**config.mk**
```make
export PLATFORM = sky130hd
export DESIGN_NAME = sck_rate_gen
export DESIGN_NICKNAME = d
export VERILOG_FILES = /design/src/rtl/spi_rate_pkg.sv /design/src/rtl/sck_rate_sel.sv /design/src/rtl/sck_phase_acc.sv /design/src/rtl/sck_rate_gen.sv
export SDC_FILE = /design/constraint.sdc
export NUM_CORES = 1
export LEC_CHECK = 0
export ABC_CLOCK_PERIOD_IN_PS = 2300
export BUFFER_PORTS_ARGS = -buffer_cell sky130_fd_sc_hd__buf_2
export CORE_ASPECT_RATIO = 0.8
export CORE_MARGIN = 8
export CORE_UTILIZATION = 26
export DETAILED_ROUTE_END_ITERATION = 10
export PLACE_DENSITY = 0.7
export SLEW_MARGIN = 5
export SYNTH_ARGS = -nofsm -noshare
export SYNTH_HDL_FRONTEND = slang
export SYNTH_SLANG_ARGS = --single-unit
```
**constraint.sdc**
```tcl
create_clock -name clk_i -period 2.3 [get_ports clk_i]
set_input_delay 0.115 -clock clk_i [delete_from_list [all_inputs] [get_ports clk_i]]
set_output_delay 0.115 -clock clk_i [all_outputs]
set_load 0.05 [all_outputs]
```
**src/rtl/spi_rate_pkg.sv**
```systemverilog
package spi_rate_pkg;

    typedef enum logic [0:0] {
        ST_IDLE = 1'b0,
        ST_RUN  = 1'b1
    } gen_state_e;

    localparam int unsigned DEV_WORD_W = 32;

endpackage

```
**src/rtl/sck_rate_sel.sv**
```systemverilog
module sck_rate_sel #(
    parameter int unsigned NUM_DEV  = 5,
    parameter int unsigned WORD_W   = 32,
    parameter int unsigned RATE_LSB = 24,
    parameter int unsigned RATE_W   = 8,
    parameter int unsigned SEL_W    = 3,
    localparam int unsigned STEP_W  = RATE_W + 1
) (
    input  logic [SEL_W-1:0]          dev_sel_i,
    input  logic [NUM_DEV*WORD_W-1:0] dev_param_i,
    input  logic [NUM_DEV-1:0]        idle_pol_i,
    output logic [STEP_W-1:0]         step_o,
    output logic                      idle_lvl_o
);

    localparam logic [STEP_W-1:0] FULL_STEP = STEP_W'(1) << RATE_W;
    localparam logic [RATE_W-1:0] FIELD_MAX = '1;

    logic [RATE_W-1:0] field_arr [NUM_DEV];
    logic [RATE_W-1:0] field_sel;
    logic              unused_param_bits;

    // slice the rate field out of each device word
    for (genvar d = 0; d < NUM_DEV; d++) begin : g_field
        assign field_arr[d] = dev_param_i[d*WORD_W + RATE_LSB +: RATE_W];
    end

    assign unused_param_bits = ^dev_param_i;

    // out-of-range selects fall back to device 0
    always_comb begin
        field_sel  = field_arr[0];
        idle_lvl_o = idle_pol_i[0];
        for (int d = 1; d < NUM_DEV; d++) begin
            if (dev_sel_i == SEL_W'(d)) begin
                field_sel  = field_arr[d];
                idle_lvl_o = idle_pol_i[d];
            end
        end
    end

    // remap the two end codes
    always_comb begin
        if (field_sel == '0) begin
            step_o = STEP_W'(1);
        end else if (field_sel == FIELD_MAX) begin
            step_o = FULL_STEP;
        end else begin
            step_o = {1'b0, field_sel};
        end
    end

endmodule

```
**src/rtl/sck_phase_acc.sv**
```systemverilog
module sck_phase_acc #(
    parameter int unsigned PHASE_W = 8,
    localparam int unsigned STEP_W = PHASE_W + 1
) (
    input  logic              clk_i,
    input  logic              rst_ni,
    input  logic              clr_i,
    input  logic              run_i,
    input  logic [STEP_W-1:0] step_i,
    output logic              carry_o
);

    localparam logic [STEP_W-1:0] FULL_STEP = STEP_W'(1) << PHASE_W;

    logic [PHASE_W-1:0] phase_q;
    logic [STEP_W-1:0]  sum;

    assign sum     = {1'b0, phase_q} + step_i;
    assign carry_o = run_i & sum[PHASE_W];

    always_ff @(posedge clk_i or negedge rst_ni) begin
        if (!rst_ni) begin
            phase_q <= '0;
        end else if (clr_i) begin
            phase_q <= '0;
        end else if (run_i) begin
            phase_q <= sum[PHASE_W-1:0];
        end
    end

    // the decoded step is never zero and never above a full turn
    a_r4_step_in_range: assert property (@(posedge clk_i) disable iff (!rst_ni)
        (step_i != '0) && (step_i <= FULL_STEP));

    // a clear leaves no stale phase behind
    a_r5_phase_cleared: assert property (@(posedge clk_i) disable iff (!rst_ni)
        clr_i |=> (phase_q == '0));

endmodule

```
**src/rtl/sck_rate_gen.sv**
```systemverilog
module sck_rate_gen
    import spi_rate_pkg::*;
#(
    parameter int unsigned NUM_DEV  = 5,
    parameter int unsigned RATE_LSB = 24,
    parameter int unsigned RATE_W   = 8,
    localparam int unsigned WORD_W  = DEV_WORD_W,
    localparam int unsigned SEL_W   = (NUM_DEV > 1) ? $clog2(NUM_DEV) : 1,
    localparam int unsigned STEP_W  = RATE_W + 1
) (
    input  logic                      clk_i,
    input  logic                      rst_ni,
    input  logic                      en_i,
    input  logic [SEL_W-1:0]          dev_sel_i,
    input  logic [NUM_DEV*WORD_W-1:0] dev_param_i,
    input  logic [NUM_DEV-1:0]        idle_pol_i,
    output logic                      sck_o,
    output logic                      rise_o,
    output logic                      fall_o
);

    localparam logic [STEP_W-1:0] FULL_STEP = STEP_W'(1) << RATE_W;

    gen_state_e        state_q, state_d;
    logic [STEP_W-1:0] step;
    logic              idle_lvl;
    logic              carry;
    logic              acc_clr;
    logic              acc_run;

    sck_rate_sel #(
        .NUM_DEV  (NUM_DEV),
        .WORD_W   (WORD_W),
        .RATE_LSB (RATE_LSB),
        .RATE_W   (RATE_W),
        .SEL_W    (SEL_W)
    ) u_sel (
        .dev_sel_i   (dev_sel_i),
        .dev_param_i (dev_param_i),
        .idle_pol_i  (idle_pol_i),
        .step_o      (step),
        .idle_lvl_o  (idle_lvl)
    );

    assign acc_clr = !en_i || (state_q == ST_IDLE);
    assign acc_run = en_i && (state_q == ST_RUN);

    sck_phase_acc #(
        .PHASE_W (RATE_W)
    ) u_acc (
        .clk_i   (clk_i),
        .rst_ni  (rst_ni),
        .clr_i   (acc_clr),
        .run_i   (acc_run),
        .step_i  (step),
        .carry_o (carry)
    );

    // Transitions: START (IDLE->RUN), STOP (RUN->IDLE)
    always_comb begin
        state_d = state_q;
        unique case (state_q)
            ST_IDLE: if (en_i)  state_d = ST_RUN;
            ST_RUN:  if (!en_i) state_d = ST_IDLE;
            default: state_d = ST_IDLE;
        endcase
    end

    always_ff @(posedge clk_i or negedge rst_ni) begin
        if (!rst_ni) begin
            state_q <= ST_IDLE;
        end else begin
            state_q <= state_d;
        end
    end

    always_ff @(posedge clk_i or negedge rst_ni) begin
        if (!rst_ni) begin
            sck_o  <= 1'b0;
            rise_o <= 1'b0;
            fall_o <= 1'b0;
        end else begin
            unique case (state_q)
                ST_IDLE: begin
                    sck_o  <= idle_lvl;
                    rise_o <= 1'b0;
                    fall_o <= 1'b0;
                end
                ST_RUN: begin
                    if (!en_i) begin
                        sck_o  <= idle_lvl;
                        rise_o <= 1'b0;
                        fall_o <= 1'b0;
                    end else if (carry) begin
                        sck_o  <= ~sck_o;
                        rise_o <= ~sck_o;
                        fall_o <= sck_o;
                    end else begin
                        rise_o <= 1'b0;
                        fall_o <= 1'b0;
                    end
                end
                default: begin
                    sck_o  <= idle_lvl;
                    rise_o <= 1'b0;
                    fall_o <= 1'b0;
                end
            endcase
        end
    end

    // strobes are exclusive and match the SCK edge just made
    a_r6_one_strobe: assert property (@(posedge clk_i) disable iff (!rst_ni)
        !(rise_o && fall_o));

    a_r6_rise_edge: assert property (@(posedge clk_i) disable iff (!rst_ni)
        ($past(rst_ni) && rise_o) |-> (sck_o && !$past(sck_o)));

    a_r6_fall_edge: assert property (@(posedge clk_i) disable iff (!rst_ni)
        ($past(rst_ni) && fall_o) |-> (!sck_o && $past(sck_o)));

    // a low enable parks SCK at the idle level with no strobe
    a_r5_idle_level: assert property (@(posedge clk_i) disable iff (!rst_ni)
        ($past(rst_ni) && !$past(en_i)) |-> ((sck_o == $past(idle_lvl)) && !rise_o && !fall_o));

    // a full step inverts SCK on every running edge
    a_r3_full_rate: assert property (@(posedge clk_i) disable iff (!rst_ni)
        ($past(rst_ni) && $past(en_i) && $past(state_q == ST_RUN) && ($past(step) == FULL_STEP))
        |-> (sck_o != $past(sck_o)));

endmodule

```
Word-level counts from Yosys, hierarchy flattened. Cells that the tools add are included.

Add/sub/neg operators: 1. Shift operators: 0. Mux-type cells: 22. Div/mod/pow operators: 0. Reductions and logical operators: 5. Bitwise logic cells: 3. $lt $le $gt $ge: 0. Multiply operators: 0. Eq/ne operators: 6.

Operators with widths (count): $mux 8 (6); $mux 9 (2); $mux 1 (11); $add 8x9->9 (1); $eq 8x8->1 const B (1); $logic_not 8->1 (1); $eq 3x2->1 const B (2); $pmux 1 s2 (3); $eq 3x1->1 const B (1); $eq 3x3->1 const B (1); $ne 3x2->1 const B (1); $not 1->1 (2); $reduce_bool 2->1 (1); $and 1x1->1 (1); $logic_and 1x1->1 (1); $logic_not 1->1 (1); $logic_or 1x1->1 (1).

Memory bits (read-only): 0. Word-level logic and storage cells: 42. Bits in writable memories: 0. Memories kept: 0. Register bits after elaboration: 12. Latch bits: 0.

Logic depth before layout (Yosys ltp).
Depth after elaboration: 13. Mapped depth: 19. Mapped depth without buffers: 17.

By module. A second synthesis with hierarchy kept.

Cell total of the unflattened synthesis: 170. Area, all modules: 1526.5 µm².

Modules (own cells, without submodules): sck_phase_acc (instances 1, area an instance 708.2 µm², sequential area each 200.2 µm², cells each 75); sck_rate_sel (instances 1, area an instance 666.9 µm², sequential area each 0.0 µm², cells each 84); sck_rate_gen (instances 1, area an instance 151.4 µm², sequential area each 100.1 µm², cells each 11).

Worst setup path after synthesis. OpenSTA, ideal clock, no wires.

Path type: input port to flip-flop. From: in dev_sel_i[0]. To: reg sck_o. Arrival: 3.179 ns. Stages: 17. Setup slack: -1.010 ns. Setup time: 0.132 ns. Cell sequence: buf_6 -> or2_1 -> buf_4 -> mux2i_1 -> or4_1 -> a2111oi_4 -> a21oi_1 -> ha_1 -> inv_1 -> fa_1 -> nor2b_1 -> o21ai_0 -> a21o_1 -> a31oi_1 -> xnor2_1 -> xor2_1 -> mux2i_1.

Word-level cells in the longest chain between the ends: 11. Elaborated cells on any way between the ends: 21. Classes of those cells: add/sub: 1; eq/ne: 6; mux: 12; bitwise: 1; reduce/logical: 1.

RTL lines: start, declared (RTL line sck_rate_gen.sv:14) `input logic [SEL_W-1:0] dev_sel_i,`; $eq 3x1->1 (RTL line sck_rate_sel.sv:35) `if (dev_sel_i == SEL_W'(d)) begin`; $mux 8 (4 in a row) (RTL line sck_rate_sel.sv:35); $eq 8x8->1 (RTL line sck_rate_sel.sv:46) `end else if (field_sel == FIELD_MAX) begin`; $mux 9 (RTL line sck_rate_sel.sv:46); $mux 9 (RTL line sck_rate_sel.sv:44) `if (field_sel == '0) begin`; $add 8x9->9 (RTL line sck_phase_acc.sv:18) `assign sum = {1'b0, phase_q} + step_i;`; $and 1x1->1 (RTL line sck_phase_acc.sv:19) `assign carry_o = run_i & sum[PHASE_W];`; $ne 3x2->1 (no source line); end signal, assigned (RTL line sck_rate_gen.sv:85) `sck_o <= idle_lvl;`; end signal, assigned (RTL line sck_rate_gen.sv:91) `sck_o <= idle_lvl;`; end signal, assigned (RTL line sck_rate_gen.sv:95) `sck_o <= ~sck_o;`; end, declared (RTL line sck_rate_gen.sv:17) `output logic sck_o,`.

Several ways; a longest one is shown, not always the timed one. A chain may end at the register's enable or synchronous reset.

Final worst setup path.
From: in dev_sel_i[1]. To: reg sck_o.

Same word-level chain as after synthesis.

==> results.txt <==
* Area after DPL: 1870 um^2
- The min-delay analysis places its worst path in the category in2async.
- Maximum cell stage delay along the critical path: 0.43 ns
- TritonCTS built the clock tree.
- Portion of synthesized cell area occupied by the leading cell type: 23.6%
- Entering global routing, the biggest net connects 13 pins.
- IR analysis of the VDD net gives a maximum drop of 181 uV.
* DRC errors left: 0
- Worst-skew pair later-pin latency: approximately 0.25 ns
* Number of maximum-capacitance violations: 0
- Of all flip-flops after synthesis, the portion carrying an async set or reset was between 90% and 100%.
* Number of detailed-route iterations in the first pass: 4
* Finished Cell Area: ~2300 um^2
- After synthesis, the mean cell area works out to 8.85 um^2.
- Total count of max-transition violations in the final report: 0
- Number of register bits inferred by synthesis: 12
- Clock Skew: between 0.002 and 0.0025 ns
- The number of failing hold endpoints at the final stage is 0.
* Combined area of the multi-input logic cells: between 1000 and 1500 um^2
- In this run the number of H-tree levels came out at 1.
- Sorting the synthesized cells by how often they occur yields nor2_1, dfrtp_1, nand2_1, o21ai_0, ha_1.
- Headroom to the max-slew limit came out at 70.3%.
- P per Cell Area: 467 nW/um^2
* Top-count cell post-synth: nor2_1
* Type of the worst setup path: in2reg
* Via count of the first global-routing pass: roughly 1500
- Share of synthesized area occupied by flip-flops and latches: 23.6%
- Via density: a little under 5
- Counting flops with a built-in enable in the synthesized netlist gives 0.
- The routed design has approximately 4600 um of wire.
* Floorplan die area: between 7000 and 8000 um^2
- Number of setup violations in the final report: 9
- Leading area contributor after synthesis: dfrtp_1
- Row generation in the floorplan step produced 22 rows.
- The congestion estimate from routability-driven global placement came to 0.844.
- TritonCTS created 3 clock buffers.
* ANT cells: 0
* Post-route total power: ~1100 uW
* Critical path, cell by cell: buf_12 > or2_4 > mux2i_2 > or4_4 > a2111oi_4 > buf_4 > nand2b_4 > fa_2 > nor2b_4 > o21ai_2 > a21o_1 > a31oi_4 > xnor2_2 > xor2_1 > mux2i_1
* Post-layout minimum cycle time: 2.93 ns
- Worst path top cell family by delay: simple AND/OR/NAND/NOR gates
* Ranking of synthesized cells by area: dfrtp_1, mux4_2, ha_1, nor2_1, o21ai_0
- The run finished, with violations left.
- Once the floorplan was initialized, standard cells occupied 27.4% of the core.
- For the pin with the worst max-slew slack, the measured transition is 0.444 ns.
- Leftover overflow at the end of global routing: 0
- Relative area change from synthesis to final layout: 77.3%
- In this run the count of I/O pins placed on the die edge is 174.
- Worst endpoint required time: about 2.4 ns
- Register Area: between 300 and 400 um^2
- Detail-routed net length per standard cell: 15.4 um
- In this run the worst path has a maximum fanout of 6.
* Global-route wire length before repair: 7360 um
- Summing every instance area after synthesis gives 1270 um^2.
- In this run the standard cell core region covers 4650 um^2.
* Number of inserted filler cells in the final layout: 446
* Post-detailed-placement half-perimeter wirelength: approximately 3600 um
- Synth Flop Type: dfrtp_1
- GRT Total Usage: approximately an eighth
- Port bufs: 53
- The largest individual stage delay along the critical path comes from the cell or4_4.
- The final critical path takes up 127% of the cycle.
* Die Ht: 78.6 um
- Sort of element at the start of the critical path: input port
- For this block, the initial DRC count from the detailed router was 43.
* Antenna violations before repair: 0
- Share of cells above drive strength 1: 61.3%
* Routed Antenna Nets: 0
- Leak Pwr: 0.00108 uW
- Across all setup checks in the final design, the least slack found is -0.625 ns.
- Data on the critical path arrives at its endpoint at 3.04 ns.
- Derived from the worst setup path, the maximum achievable clock frequency is 342 MHz.
* Synth Warn #: 0
- Via count of the routed design: 1461
- The tree is rooted in a clkbuf_8.
- The number of buffers and inverters on the critical path is 2.
- RSZ-0062 raised after global routing: true
- The floorplan step set the die width to 94.3 um.
* Sink count of the clock tree: 12
* Clock transition at path regs: 0.05 ns
- Number of nets produced by synthesis: 324
* Failing checks: setup timing
- Number of nets in the layout: about 420
- Critical path endpoint category: flip-flop
* Post-synthesis instance total: 144
- Yosys cell types: 43
- Clock Path Buffers: 2
[worst paths after layout]
kind	start	end	slack, ns	depth (start not counted)
worst min-delay path	rst_ni	state_q	0.28	2
min in group clk_i	idle_pol_i[4]	sck_o	0.37	5
worst max-delay path	dev_sel_i[1]	sck_o	-0.63	15
worst min register to register	sck_o	rise_o	0.49	1
max in group asynchronous	rst_ni	u_acc.phase_q[7]	1.80	2
worst max register to register	u_acc.phase_q[0]	sck_o	0.21	10
[cell type report]
type                       count  area share (%)
sequential                    12            13.3
timing repair buffer          99            30.9
multi-input combinational    118            48.9
clock buffer                   4            2.44
tap                           60            3.32
inverter                       7            1.16
[placed cells by master, fill, tap and decap left out, types with 3 or more instances in the layout]
master    netlist  layout
a21oi_1         7       4
and3_1          3       3
buf_2           3      51
buf_4           1      40
clkbuf_8        0       4
dfrtp_1        12      12
ha_1            8       5
inv_1           7       5
mux2i_1         5       4
mux4_2          6       6
nand2_1        12      12
nand3_1         3       3
nor2_1         17      14
nor2_4          1       4
o21ai_0        11       6
o21ai_2         0       4
or2_4           0       3
xnor2_1         5       3
[metal layers]
metal / share of wire [%] / vias to the layer above / track usage [%]
li1: - / 719 / -
met1: 43 / 695 / 15.1
met2: 48 / 43 / 20.4
met3: 8.0 / 4 / 3.99
met4: 1.1 / 0 / 3.79
met5: 0 / - / 0
[registers in the layout, summed over array words and instances (netlist names)]
name and count:
fall_o 1, rise_o 1, u_acc.phase_q 8, state_q 1, sck_o 1
[kinds of logic (layout without fill, tap and decap cells)]
family | after synthesis | count (layout) | synth area share, %
AOI/OAI and AO/OA | 32 | 32 | 16.9
xor gates and xnor gates | 7 | 7 | 4.81
adders and majority gates | 9 | 9 | 9.43
buffers and inverters | 14 | 110 | 5.30
DFF | 12 | 12 | 23.6
muxes | 13 | 13 | 16.3
and+or+nand+nor | 57 | 57 | 23.7
[where the power goes]
part	total, uW	internal (uW)	switching [uW]
sequential	247	234	13.1
clock	236	152	84.5
combinational	572	313	259
total	1060	698	357
[per-stage QoR]
stage | TNS (ns) | utilization [%] | setup slack [ns] | cells | hold WS (ns)
after global placement | -6.83 | 40.2 | -0.989 | 283 | 0.0105
after detailed placement | -7.37 | 40.2 | -1.08 | 283 | 0.0124
after global routing | -4.64 | 48.5 | -0.777 | 300 | 0.300
after CTS | -3.30 | 45.9 | -0.599 | 298 | 0.281
final | -3.59 | 48.5 | -0.625 | 300 | 0.275
after floorplan | -5.89 | - | -0.909 | 144 | -0.181
[repair_timing]
action,CTS,global route
pin swaps,12,13
setup buffers,9,4
endpoints found under the hold margin,13,0
setup endpoints to repair,10,9
hold buffers,2,0
cloned,2,0
gates resized for setup,23,22
(Power assumes the default switching activity.)
